**config.mk**
```make
export PLATFORM = sky130hd
export DESIGN_NAME = vreg_fault_sup
export DESIGN_NICKNAME = d
export VERILOG_FILES = /design/src/rtl/vfs_pkg.sv /design/src/rtl/vfs_rst_sync.sv /design/src/rtl/vfs_window.sv /design/src/rtl/vfs_seq.sv /design/src/rtl/vfs_phase_drv.sv /design/src/rtl/vreg_fault_sup.sv
export SDC_FILE = /design/constraint.sdc
export NUM_CORES = 1
export LEC_CHECK = 0
export CORE_ASPECT_RATIO = 1.4
export CORE_MARGIN = 2
export CORE_UTILIZATION = 45
export CTS_CLUSTER_SIZE = 30
export DETAILED_ROUTE_END_ITERATION = 8
export MAX_ROUTING_LAYER = met4
export PLACE_DENSITY_LB_ADDON = 0.08
export SYNTH_ARGS = -nofsm -noshare
export SYNTH_HDL_FRONTEND = slang
export SYNTH_SLANG_ARGS = --single-unit
```
**constraint.sdc**
```tcl
create_clock -name clk -period 2.3 [get_ports clk]
set_input_delay 0.345 -clock clk [delete_from_list [all_inputs] [get_ports clk]]
set_output_delay 0.345 -clock clk [all_outputs]
set_load 0.01 [all_outputs]
```
**src/rtl/vfs_pkg.sv**
```systemverilog
package vfs_pkg;
  typedef enum logic [1:0] {
    PM_NORMAL = 2'b00,
    PM_LOW    = 2'b01,
    PM_TRI    = 2'b10
  } phase_mode_e;

  typedef enum logic [1:0] {
    SQ_SOFT = 2'b00,
    SQ_RUN  = 2'b01,
    SQ_WAIT = 2'b10,
    SQ_OVL  = 2'b11
  } seq_state_e;
endpackage

```
**src/rtl/vfs_rst_sync.sv**
```systemverilog
module vfs_rst_sync (
  input  logic clk,
  input  logic rst_n,
  output logic rst_sync_n
);
  logic stage1_q, stage2_q;

  always_ff @(posedge clk or negedge rst_n) begin
    if (!rst_n) begin
      stage1_q <= 1'b0;
      stage2_q <= 1'b0;
    end else begin
      stage1_q <= 1'b1;
      stage2_q <= stage1_q;
    end
  end

  assign rst_sync_n = stage2_q;
endmodule

```
**src/rtl/vfs_window.sv**
```systemverilog
module vfs_window #(
  parameter int CODE_W   = 10,
  parameter int HYST_PCT = 2
) (
  input  logic              clk,
  input  logic              rst_n,
  input  logic [CODE_W-1:0] target_code,
  input  logic [CODE_W-1:0] sense_code,
  input  logic              sense_valid,
  output logic              ov_above,
  output logic              ov_below_band,
  output logic              uv_flag
);
  localparam int XW = CODE_W + 8;

  logic [XW-1:0] tgt, sns, ov_lim, uv_lim, hyst;
  logic ov_above_q, ov_above_d;
  logic ov_band_q, ov_band_d;
  logic uv_q, uv_d;

  // thresholds from the target code
  always_comb begin
    tgt    = XW'(target_code);
    sns    = XW'(sense_code);
    ov_lim = tgt + (tgt * XW'(15)) / XW'(100);
    uv_lim = tgt - (tgt * XW'(9)) / XW'(100);
    hyst   = (tgt * XW'(HYST_PCT)) / XW'(100);
  end

  always_comb begin
    ov_above_d = ov_above_q;
    ov_band_d  = ov_band_q;
    uv_d       = uv_q;
    if (sense_valid) begin
      ov_above_d = (sns > ov_lim);
      ov_band_d  = (sns < (ov_lim - hyst));
      if (sns < uv_lim)
        uv_d = 1'b1;
      else if (sns >= (uv_lim + hyst))
        uv_d = 1'b0;
    end
  end

  always_ff @(posedge clk or negedge rst_n) begin
    if (!rst_n) begin
      ov_above_q <= 1'b0;
      ov_band_q  <= 1'b0;
      uv_q       <= 1'b0;
    end else begin
      ov_above_q <= ov_above_d;
      ov_band_q  <= ov_band_d;
      uv_q       <= uv_d;
    end
  end

  assign ov_above      = ov_above_q;
  assign ov_below_band = ov_band_q;
  assign uv_flag       = uv_q;
endmodule

```
**src/rtl/vfs_seq.sv**
```systemverilog
module vfs_seq
  import vfs_pkg::*;
#(
  parameter int SS_CYCLES = 64
) (
  input  logic        clk,
  input  logic        rst_n,
  input  logic        ov_above,
  input  logic        ov_below_band,
  input  logic        uv_flag,
  input  logic        oc_flag,
  output phase_mode_e mode,
  output logic        pwr_good
);
  localparam int CW = $clog2(SS_CYCLES + 1);
  localparam logic [CW-1:0] SS_LAST = CW'(SS_CYCLES - 1);

  seq_state_e  state_q, state_d;
  phase_mode_e clamp_q, clamp_d;
  logic [CW-1:0] cnt_q, cnt_d;
  logic cnt_en;

  always_comb begin
    state_d = state_q;
    clamp_d = clamp_q;
    cnt_d   = '0;
    cnt_en  = 1'b0;
    unique case (state_q)
      SQ_SOFT: begin
        if (ov_above) begin
          state_d = SQ_OVL;
          clamp_d = PM_LOW;
        end else if (oc_flag) begin
          state_d = SQ_WAIT;
        end else if (cnt_q == SS_LAST) begin
          state_d = SQ_RUN;
        end else begin
          cnt_d  = cnt_q + 1'b1;
        end
        cnt_en = 1'b1;
      end
      SQ_RUN: begin
        if (ov_above) begin
          state_d = SQ_OVL;
          clamp_d = PM_LOW;
        end else if (oc_flag) begin
          state_d = SQ_WAIT;
        end
        cnt_en = 1'b1;
      end
      SQ_WAIT: begin
        if (ov_above) begin
          state_d = SQ_OVL;
          clamp_d = PM_LOW;
        end else if (cnt_q == SS_LAST) begin
          state_d = SQ_SOFT;
        end else begin
          cnt_d = cnt_q + 1'b1;
        end
        cnt_en = 1'b1;
      end
      SQ_OVL: begin
        // latched: overcurrent ignored, hysteretic shunt clamp
        if (ov_above)
          clamp_d = PM_LOW;
        else if (ov_below_band)
          clamp_d = PM_TRI;
      end
      default: state_d = SQ_SOFT;
    endcase
  end

  always_ff @(posedge clk or negedge rst_n) begin
    if (!rst_n) begin
      state_q <= SQ_SOFT;
      clamp_q <= PM_LOW;
      cnt_q   <= '0;
    end else begin
      state_q <= state_d;
      clamp_q <= clamp_d;
      if (cnt_en)
        cnt_q <= cnt_d;
    end
  end

  always_comb begin
    unique case (state_q)
      SQ_WAIT: mode = PM_TRI;
      SQ_OVL:  mode = clamp_q;
      default: mode = PM_NORMAL;
    endcase
  end

  assign pwr_good = (state_q == SQ_RUN) && !uv_flag;
endmodule

```
**src/rtl/vfs_phase_drv.sv**
```systemverilog
module vfs_phase_drv
  import vfs_pkg::*;
#(
  parameter int N_PHASE = 4
) (
  input  phase_mode_e            mode,
  output logic [2*N_PHASE-1:0]   phase_mode
);
  for (genvar p = 0; p < N_PHASE; p++) begin : g_phase
    assign phase_mode[2*p +: 2] = mode;
  end
endmodule

```
**src/rtl/vreg_fault_sup.sv**
```systemverilog
module vreg_fault_sup
  import vfs_pkg::*;
#(
  parameter int CODE_W    = 10,
  parameter int N_PHASE   = 4,
  parameter int SS_CYCLES = 64,
  parameter int HYST_PCT  = 2
) (
  input  logic                 clk,
  input  logic                 rst_n,
  input  logic [CODE_W-1:0]    target_code,
  input  logic [CODE_W-1:0]    sense_code,
  input  logic                 sense_valid,
  input  logic                 oc_flag,
  output logic                 pwr_good,
  output logic [2*N_PHASE-1:0] phase_mode
);
  logic        rst_int_n;
  logic        ov_above, ov_below_band, uv_flag;
  phase_mode_e mode;

  vfs_rst_sync u_rst (
    .clk        (clk),
    .rst_n      (rst_n),
    .rst_sync_n (rst_int_n)
  );

  vfs_window #(.CODE_W(CODE_W), .HYST_PCT(HYST_PCT)) u_win (
    .clk           (clk),
    .rst_n         (rst_int_n),
    .target_code   (target_code),
    .sense_code    (sense_code),
    .sense_valid   (sense_valid),
    .ov_above      (ov_above),
    .ov_below_band (ov_below_band),
    .uv_flag       (uv_flag)
  );

  vfs_seq #(.SS_CYCLES(SS_CYCLES)) u_seq (
    .clk           (clk),
    .rst_n         (rst_int_n),
    .ov_above      (ov_above),
    .ov_below_band (ov_below_band),
    .uv_flag       (uv_flag),
    .oc_flag       (oc_flag),
    .mode          (mode),
    .pwr_good      (pwr_good)
  );

  vfs_phase_drv #(.N_PHASE(N_PHASE)) u_drv (
    .mode       (mode),
    .phase_mode (phase_mode)
  );
endmodule

```
Yosys cells after proc, flatten, opt, wreduce, memory -nomap -nowiden
Cells that the tools add are included.
{"block": "word_totals", "register_bits": 16, "latch_bits": 0, "ramBits": 0, "rom_bits": 0, "wordCells": 61, "memories": 0}
{"block": "classes", "addsub": 5, "n_mul": 2, "div_mod_pow": 3, "order_cmp": 4, "n_eq_ne": 9, "n_shift": 0, "n_mux": 21, "n_bitwise": 0, "reduce_logical": 9}
{"operator": "$div 14x7->18 const B", "n": 2}
{"operator": "$lt 10x18->1", "n": 2}
{"operator": "$mul 10x4->14 const B", "n": 2}
{"operator": "$mux 7", "n": 4}
{"operator": "$mux 2", "n": 10}
{"operator": "$add 10x18->18", "n": 1}
{"operator": "$add 18x18->18", "n": 1}
{"operator": "$div 11x7->18 const B", "n": 1}
{"operator": "$ge 10x18->1", "n": 1}
{"operator": "$gt 10x18->1", "n": 1}
{"operator": "$sub 10x18->18", "n": 1}
{"operator": "$sub 18x18->18", "n": 1}
{"operator": "$pmux 7 s2", "n": 1}
{"operator": "$pmux 2 s2", "n": 2}
{"operator": "$add 7x1->7 const B", "n": 1}
{"operator": "$eq 7x6->1 const B", "n": 1}
{"operator": "$ne 3x3->1 const B", "n": 2}
{"operator": "$pmux 2 s3", "n": 1}
{"operator": "$eq 2x2->1 const B", "n": 2}
{"operator": "$ne 4x3->1 const B", "n": 1}
{"operator": "$reduce_and 2->1", "n": 2}
{"operator": "$reduce_and 4->1", "n": 1}
{"operator": "$mux 1", "n": 3}
{"operator": "$ne 3x2->1 const B", "n": 1}
{"operator": "8 further kinds", "n": 8}

Longest topological paths before layout
Gate-level depths: netlist of the first run.
{"block": "depth", "depth_word": 7, "ltp_mapped": 50}

By module
From an unflattened synthesis of the first run, not the netlist that was laid out.
{"block": "hier_totals", "cells_unflattened": 1177, "area_unflattened_um2": 8878.5}
{"module": "vfs_window", "n_inst": 1, "cells_each": 1096, "area_per_inst_um2": 8109.0, "seq_area_each_um2": 75.1}
{"module": "vfs_seq", "n_inst": 1, "cells_each": 70, "area_per_inst_um2": 655.6, "seq_area_each_um2": 276.5}
{"module": "vfs_phase_drv", "n_inst": 1, "cells_each": 8, "area_per_inst_um2": 60.1, "seq_area_each_um2": 0.0}
{"module": "vfs_rst_sync", "n_inst": 1, "cells_each": 3, "area_per_inst_um2": 53.8, "seq_area_each_um2": 50.0}

Worst setup path before layout of the first run
No wires, ideal clock.
{"block": "synth_path", "kind": "input-to-reg", "startpoint": "input target_code[4]", "endpoint": "register u_win.ov_band_q, in the netlist u_win.ov_below_band", "setup_time_ns": 0.077, "t_arrival_ns": 9.869, "t_required_ns": 2.223, "slack_ns": -7.647, "path_stages": 46, "n_path_buf": 2, "path_cell_list": "inv_1 > fa_1 > fa_1 > inv_1 > ha_1 > and2_1 > a221oi_1 > a21oi_1 > or3_1 > clkbuf_1 > o211ai_2 > mux2_2 > a311o_1 > o21ai_0 > o21ai_0 > a31o_1 > buf_4 > a221oi_2 > [10 not listed] > fa_1 > inv_1 > fa_1 > a21o_1 > a21oi_1 > xor2_1 > xnor2_1 > ha_1 > nor2b_1 > o21ai_0 > nand2b_1 > a21oi_1 > nor2b_1 > o21ai_0 > nand2b_1 > a21oi_1 > nor2_1 > a21oi_1"}
{"block": "synth_via", "elab_chain_len": 5}
{"item": "start, declared", "line_no": "vreg_fault_sup.sv:11", "text": "input logic [CODE_W-1:0] target_code,"}
{"item": "$mul 10x4->14", "line_no": "vfs_window.sv:25", "text": "ov_lim = tgt + (tgt * XW'(15)) / XW'(100);"}
{"item": "$div 14x7->18", "line_no": "vfs_window.sv:25"}
{"item": "$add 10x18->18", "line_no": "vfs_window.sv:25"}
{"item": "$sub 18x18->18 (*)", "line_no": "vfs_window.sv:36", "text": "ov_band_d = (sns < (ov_lim - hyst));"}
{"item": "$lt 10x18->1 (*)", "line_no": "vfs_window.sv:36"}
{"item": "end signal, assigned", "line_no": "vfs_window.sv:51", "text": "ov_band_q <= ov_band_d;"}
{"item": "end, declared", "line_no": "vfs_window.sv:18", "text": "logic ov_band_q, ov_band_d;"}
Mark *: on every way between the ends. The rest lies on a longest branch, timed or not.
A chain may end at the register's enable or synchronous reset.

Final worst setup path of the first run
{"block": "layout_path", "startpoint": "input target_code[1]", "endpoint": "register u_win.ov_band_q, in the netlist u_win.ov_below_band"}
Same word-level chain as after synthesis.

==> results.ini, run 1 <==
[status]
status=complete, but fails checks
violations=negative setup slack

[job]
maxCapViolCount=0

[sta]
finalSetupViolCount=3
rsz0062_at_grt=true
min_period_over_period_pct=423
setup_slack_ns=-7.44
timing.slew.headroom_pct=61.1
drv_slew=0
worst_pin_slew_ns=0.583
finalCriticalPeriod_ns=9.74
hold_viol_final=0
max_freq_mhz=103
fin_skew_ns=0.00356

[layout]
num_antenna_cells=0
final.fill_count=1460
nets=1627
fin_cells=1704
multi_input_area_sq_um=7970
areaGrowthSynthToFinish_pct=58.1
drive_gt1_share_pct=42.4
register_area_sq_um=402

[route]
viasPerCell=5.60
ant_nets=0
first_pass_iters=5
drcViolationCount=0
wirelength_mm=27.9
via_count=9545
drtIter0Drc=379
wl_per_cell_um=16.4

[floorplan]
die-height_um=161
coreArea_sq_um=17300
dieArea_sq_um=18800
die_x_um=116
num_io_pins=33
rows=57
start_util_pct=45.9

[clock_network]
cts_tree=done
cts.sinks=16
insertion_delay_ns=0.25
cts_root_buffer=clkbuf_16
cts_buffers=3
cts_htree_levels=1
clock_path_buffers=2
clkTransAtPathRegs_ns=0.05

[place]
dp_hpwl_mm=22.8
placed_cells=1655
place.gp.congestion=0.940
port_buffers=32

[grt]
grt_max_degree=17
grt_pass1_vias=9587
grt_pass1_wl_mm=45.1
grt_overflow=0
grt_use_total_pct=30.4
antenna_found_initial=0

[logic_synthesis]
syn_inst=1047
synthesis.nets=1205
yosys_warnings=0
yosysUniqueCellTypes=102
netlist_area_sq_um=7950
ys_seq_area_share_pct=5.05
synth-edff-count=0
syn_area_per_cell_sq_um=7.60
synth-main-ff-cell=dfrtp_1
synth_seq_cells=16
async_flop_share_pct=100

[critical_path]
path_max_fanout=5
path_class=input port to flip-flop
worst_path_max_delay_cell=fa_2
ff2ff_path_depth=7
worstPathBufferInverterCount=5
crit_family=compound AO/OA/AOI/OAI gates
cp-endpoint=u_win.ov_below_band
crit_path_end_kind=flip-flop
r2r-start=u_seq.cnt_q[0]
cp-startpoint=target_code[1]
path_depth=44
r2r_slack_ns=0.35
cp.arrival_ns=9.91
timing.rr.end=u_seq.cnt_q[3]
max_stage_delay_ns=0.61
crit_required_ns=2.47
start_kind=input port

[hold_path]
hold_class=flip-flop to async pin

final cells by class:
cell class,instances,share of cell area [%]
clock buffers,4,0.707
inverters,72,2.30
multi-input cells,927,63.4
flip-flops and latches,16,3.19
well taps,236,2.35
repair buffers,449,28.0
timing repair:
item | 4_1_cts | 5_1_grt
setup endpoints to repair | 3 | 3
gates cloned | 0 | 0
hold buffers | 0 | 0
resized for setup | 105 | 52
setup buffers | 25 | 21
pin swaps | 84 | 100
sequential cells by signal (all words and copies together), names as in the netlist:
| signal | flops |
|---|---|
| u_rst.rst_sync_n | 1 |
| u_rst.stage1_q | 1 |
| u_seq.clamp_q | 2 |
| u_seq.cnt_q | 7 |
| u_seq.state_q | 2 |
| u_win.ov_above | 1 |
| u_win.ov_below_band | 1 |
| u_win.uv_flag | 1 |
cells in the mapped netlist, types with 22 or more instances:
cell | count | area share [%]
nand2b_1 | 23 | 1.8
nand2_1 | 71 | 3.4
fa_1 | 22 | 5.5
nor2_1 | 65 | 3.1
ha_1 | 112 | 18
a21oi_1 | 86 | 5.4
nand3_1 | 27 | 1.7
xnor2_1 | 53 | 5.8
inv_1 | 70 | 3.3
o21ai_0 | 59 | 3.7
o211ai_1 | 26 | 2.5
a21o_1 | 39 | 3.7
nor3_1 | 25 | 1.6
per-stage QoR:
stage	worst slack [ns]	utilization [%]	cell area [sq um]	hold WS, ns	TNS, ns
3_3_place_gp	-8.30	67.1	11600	0.249	-24.23
4_1_cts	-7.53	70.5	12200	0.258	-21.71
6_report	-7.44	72.5	12600	0.238	-21.79
3_5_place_dp	-8.42	67.1	11600	0.244	-24.46
5_1_grt	-7.88	72.5	12600	0.256	-23.17
2_1_floorplan	-7.11	-	8420	0.0494	-20.20
cells in the final DEF (no fill, tap or decap), types with 19 or more instances in the layout:
master             n
nand2_1           69
buf_4            401
inv_1             57
a21o_1            38
a21oi_1           67
nand2b_1          23
ha_1              93
nor2b_1           19
o21ai_0           41
nand3_1           22
xnor2_1           49
clkdlybuf4s50_1   22
nor3_1            21
nor2_1            60
o21ai_1           21
o211ai_1          26
worst register-to-register path, delay by kind of cell, from the launching register on:
kind                       cells  cell delay, ns
AOI/OAI and AO/OA              3            0.68
adders and majority gates      1            0.25
DFF                            1            0.41
and+or+nand+nor                3            0.48
routing by layer:
metal  vias to the layer above  GRT usage, %  share of wire (%)
li1                       4756             -                  -
met5                         -             -                  0
met4                         0          12.0                4.3
met3                        70          1.28                1.3
met1                      4562          30.7                 38
met2                       157          59.6                 57
kinds of logic (layout without fill, tap and decap cells):
kind of cell	count (synthesis)	after routing	share of synthesized area (%)
compound gates	374	374	33.5
simple gates	316	316	20.7
fa+ha+maj	140	140	23.9
buf+inv	104	525	5.44
xor+xnor	74	74	8.34
mux	22	22	2.89
flops	16	16	5.05
other cells	1	1	0.0472
worst min-delay path by stage:
stage	to	slack (ns)	depth (start not counted)
2_1_floorplan	u_rst.rst_sync_n	0.05	0
3_3_place_gp	u_win.ov_above	0.25	0
3_5_place_dp	u_seq.state_q[0]	0.24	0
4_1_cts	u_seq.cnt_q[5]	0.26	0
5_1_grt	u_rst.rst_sync_n	0.26	1
6_report	u_win.uv_flag	0.24	0
Power of run 1 is not shown: default switching activity piles up to over one toggle a cycle in this logic, so the estimate is an artifact.
==> run 2: changes to the inputs <==
--- a/config.mk
+++ b/config.mk
@@ -10,8 +10,11 @@
 export CORE_UTILIZATION = 45
 export CTS_CLUSTER_SIZE = 30
 export DETAILED_ROUTE_END_ITERATION = 8
+export GPL_TIMING_DRIVEN = 0
 export MAX_ROUTING_LAYER = met4
 export PLACE_DENSITY_LB_ADDON = 0.08
+export REMOVE_ABC_BUFFERS = 1
+export SETUP_SLACK_MARGIN = 0.05
 export SYNTH_ARGS = -nofsm -noshare
 export SYNTH_HDL_FRONTEND = slang
 export SYNTH_SLANG_ARGS = --single-unit
==> run 2 against run 1 <==
The run still ends with negative setup slack left. Wire length fell by 18%. Die area stayed put. Sequential cell count stayed put. Count of clock-buffer cells in the layout unchanged.
==> results.ini, run 2 (synthesis results as in run 1) <==
[floorplan]
num_io_pins=33  ; unchanged
coreArea_sq_um=17300  ; unchanged
dieArea_sq_um=18800  ; unchanged
die_x_um=116  ; unchanged
rows=57  ; unchanged
start_util_pct=45.9  ; unchanged
die-height_um=161  ; unchanged

[clock_network]
cts.sinks=16  ; unchanged
clock_path_buffers=2  ; unchanged
cts_htree_levels=1  ; unchanged
cts_buffers=3  ; unchanged
cts_tree=done
insertion_delay_ns=0.24  ; about the same
clkTransAtPathRegs_ns=0.05  ; about the same
cts_root_buffer=clkbuf_16

[sta]
drv_slew=0  ; unchanged
hold_viol_final=0  ; unchanged
worst_pin_slew_ns=0.998  ; +0.415 ns
setup_slack_ns=-7.60  ; -0.157 ns
rsz0062_at_grt=true
finalSetupViolCount=3  ; unchanged
min_period_over_period_pct=430  ; +6.8 points
max_freq_mhz=101  ; -1.6%
hold_slack_ns=0.213  ; -0.0253 ns
finalCriticalPeriod_ns=9.90  ; +0.157 ns
timing.slew.headroom_pct=33.2  ; -28 points
tns_ns=-22.05  ; -0.260 ns
fin_skew_ns=0.00579  ; +0.00223 ns

[critical_path]
start_kind=input port
cp-startpoint=target_code[3]
ff2ff_path_depth=7  ; unchanged
path_max_fanout=4  ; -1
worst_path_most_repeated_cell=buf_6
cp.arrival_ns=10.02  ; +0.11 ns
crit_path_end_kind=flip-flop
r2r_slack_ns=0.36  ; about the same
timing.rr.end=u_seq.cnt_q[3]
crit_required_ns=2.42  ; -0.05 ns
r2r-start=u_seq.cnt_q[0]
worst_path_max_delay_cell=fa_1
path_class=input port to flip-flop
max_stage_delay_ns=0.51  ; -0.10 ns

[layout]
regMostFlops=u_seq.cnt_q
layout_common_cells=98 x ha_1, 92 x buf_4, 65 x nand2_1
fin_cells=1390  ; -18%
largest_register_ffs=7  ; unchanged
nets=1313  ; -19%
top_regs=u_seq.cnt_q: 7 flops, u_seq.clamp_q: 2 flops, u_seq.state_q: 2 flops
design_area_sq_um=10500  ; -17%
drive_gt1_share_pct=28.5  ; -14 points
areaGrowthSynthToFinish_pct=31.7
layout_commonest_cell=ha_1
num_antenna_cells=0  ; unchanged

[route]
drcViolationCount=0  ; unchanged
viasPerCell=5.94  ; +6.0%
first_pass_iters=5  ; unchanged
via_count=8251  ; -14%
ant_nets=0  ; unchanged
wirelength_mm=22.8  ; -18%
drtIter0Drc=589  ; +55%
wl_per_cell_um=16.4  ; +0.14%

[grt]
grt_pass1_vias=7911  ; -17%
grt_pass1_wl_mm=37.1  ; -18%
grt_overflow=0  ; unchanged
antenna_found_initial=0  ; unchanged
grt_use_total_pct=24.2  ; -6.2 points
grt_max_degree=19  ; +2

[place]
port_buffers=32  ; unchanged
post_dp_cell_area_sq_um=8410  ; -28%
place.gp.congestion=0.885  ; -5.8%
dp_hpwl_mm=16.8  ; -27%
placed_cells=1283  ; -22%

[hold_path]
hold_class=flip-flop to async pin

[status]
violations=negative setup slack
status=complete, but fails checks

[job]
maxCapViolCount=0  ; unchanged

run 2: metal layers:
layer,vias to the layer above,GRT usage [%],part of all wire [%],wire (um)
li1,4113,-,-,-
met1,3930,29.5,43,9900
met2,163,44.5,53,12000
met3,45,0.976,2.0,463
met4,0,4.22,1.9,425
met5,-,-,0,0
run 2: critical path, delay by kind of cell:
family	cells	cell delay, ns
AO/OA/AOI/OAI	16	3.73
AND/OR/NAND/NOR	10	1.36
adder cells (fa/ha/maj)	7	2.47
multiplexers	4	1.12
buffers and inverters	10	1.00
run 2: cell type report:
| type | instances | area, sq um |
|---|---|---|
| Multi-Input combinational cell | 928 | 8180 |
| Tap cell | 236 | 295 |
| Clock buffer | 4 | 88.8 |
| Sequential cell | 16 | 402 |
| Timing Repair Buffer | 134 | 1210 |
| Fill cell | 1594 | 6860 |
| Inverter | 72 | 302 |
run 2: metrics by stage:
stage,util [%],setup slack [ns]
after floorplan,-,-7.56
after global placement,48.5,-10.04
after detailed placement,48.5,-10.11
after CTS,56.8,-7.46
after global routing,60.4,-8.08
final,60.4,-7.60
run 2: worst max path at each step:
stage                               end  slack, ns  depth (start not counted)
finish                   u_win.ov_above      -7.60                         47
floorplan           u_win.ov_below_band      -7.56                         44
CTS                 u_win.ov_below_band      -7.46                         43
global route        u_win.ov_below_band      -8.08                         45
global placement    u_win.ov_below_band     -10.04                         45
detailed placement  u_win.ov_below_band     -10.11                         46
run 2: what timing repair did:
item / in CTS / in global routing
buffers inserted: 67 / 35
gates cloned: 0 / 1
endpoints found under the setup margin: 11 / 3
pin swaps: 83 / 53
resized for setup: 234 / 83
hold buffers: 0 / 0
Power of run 2 is left out for the same reason.
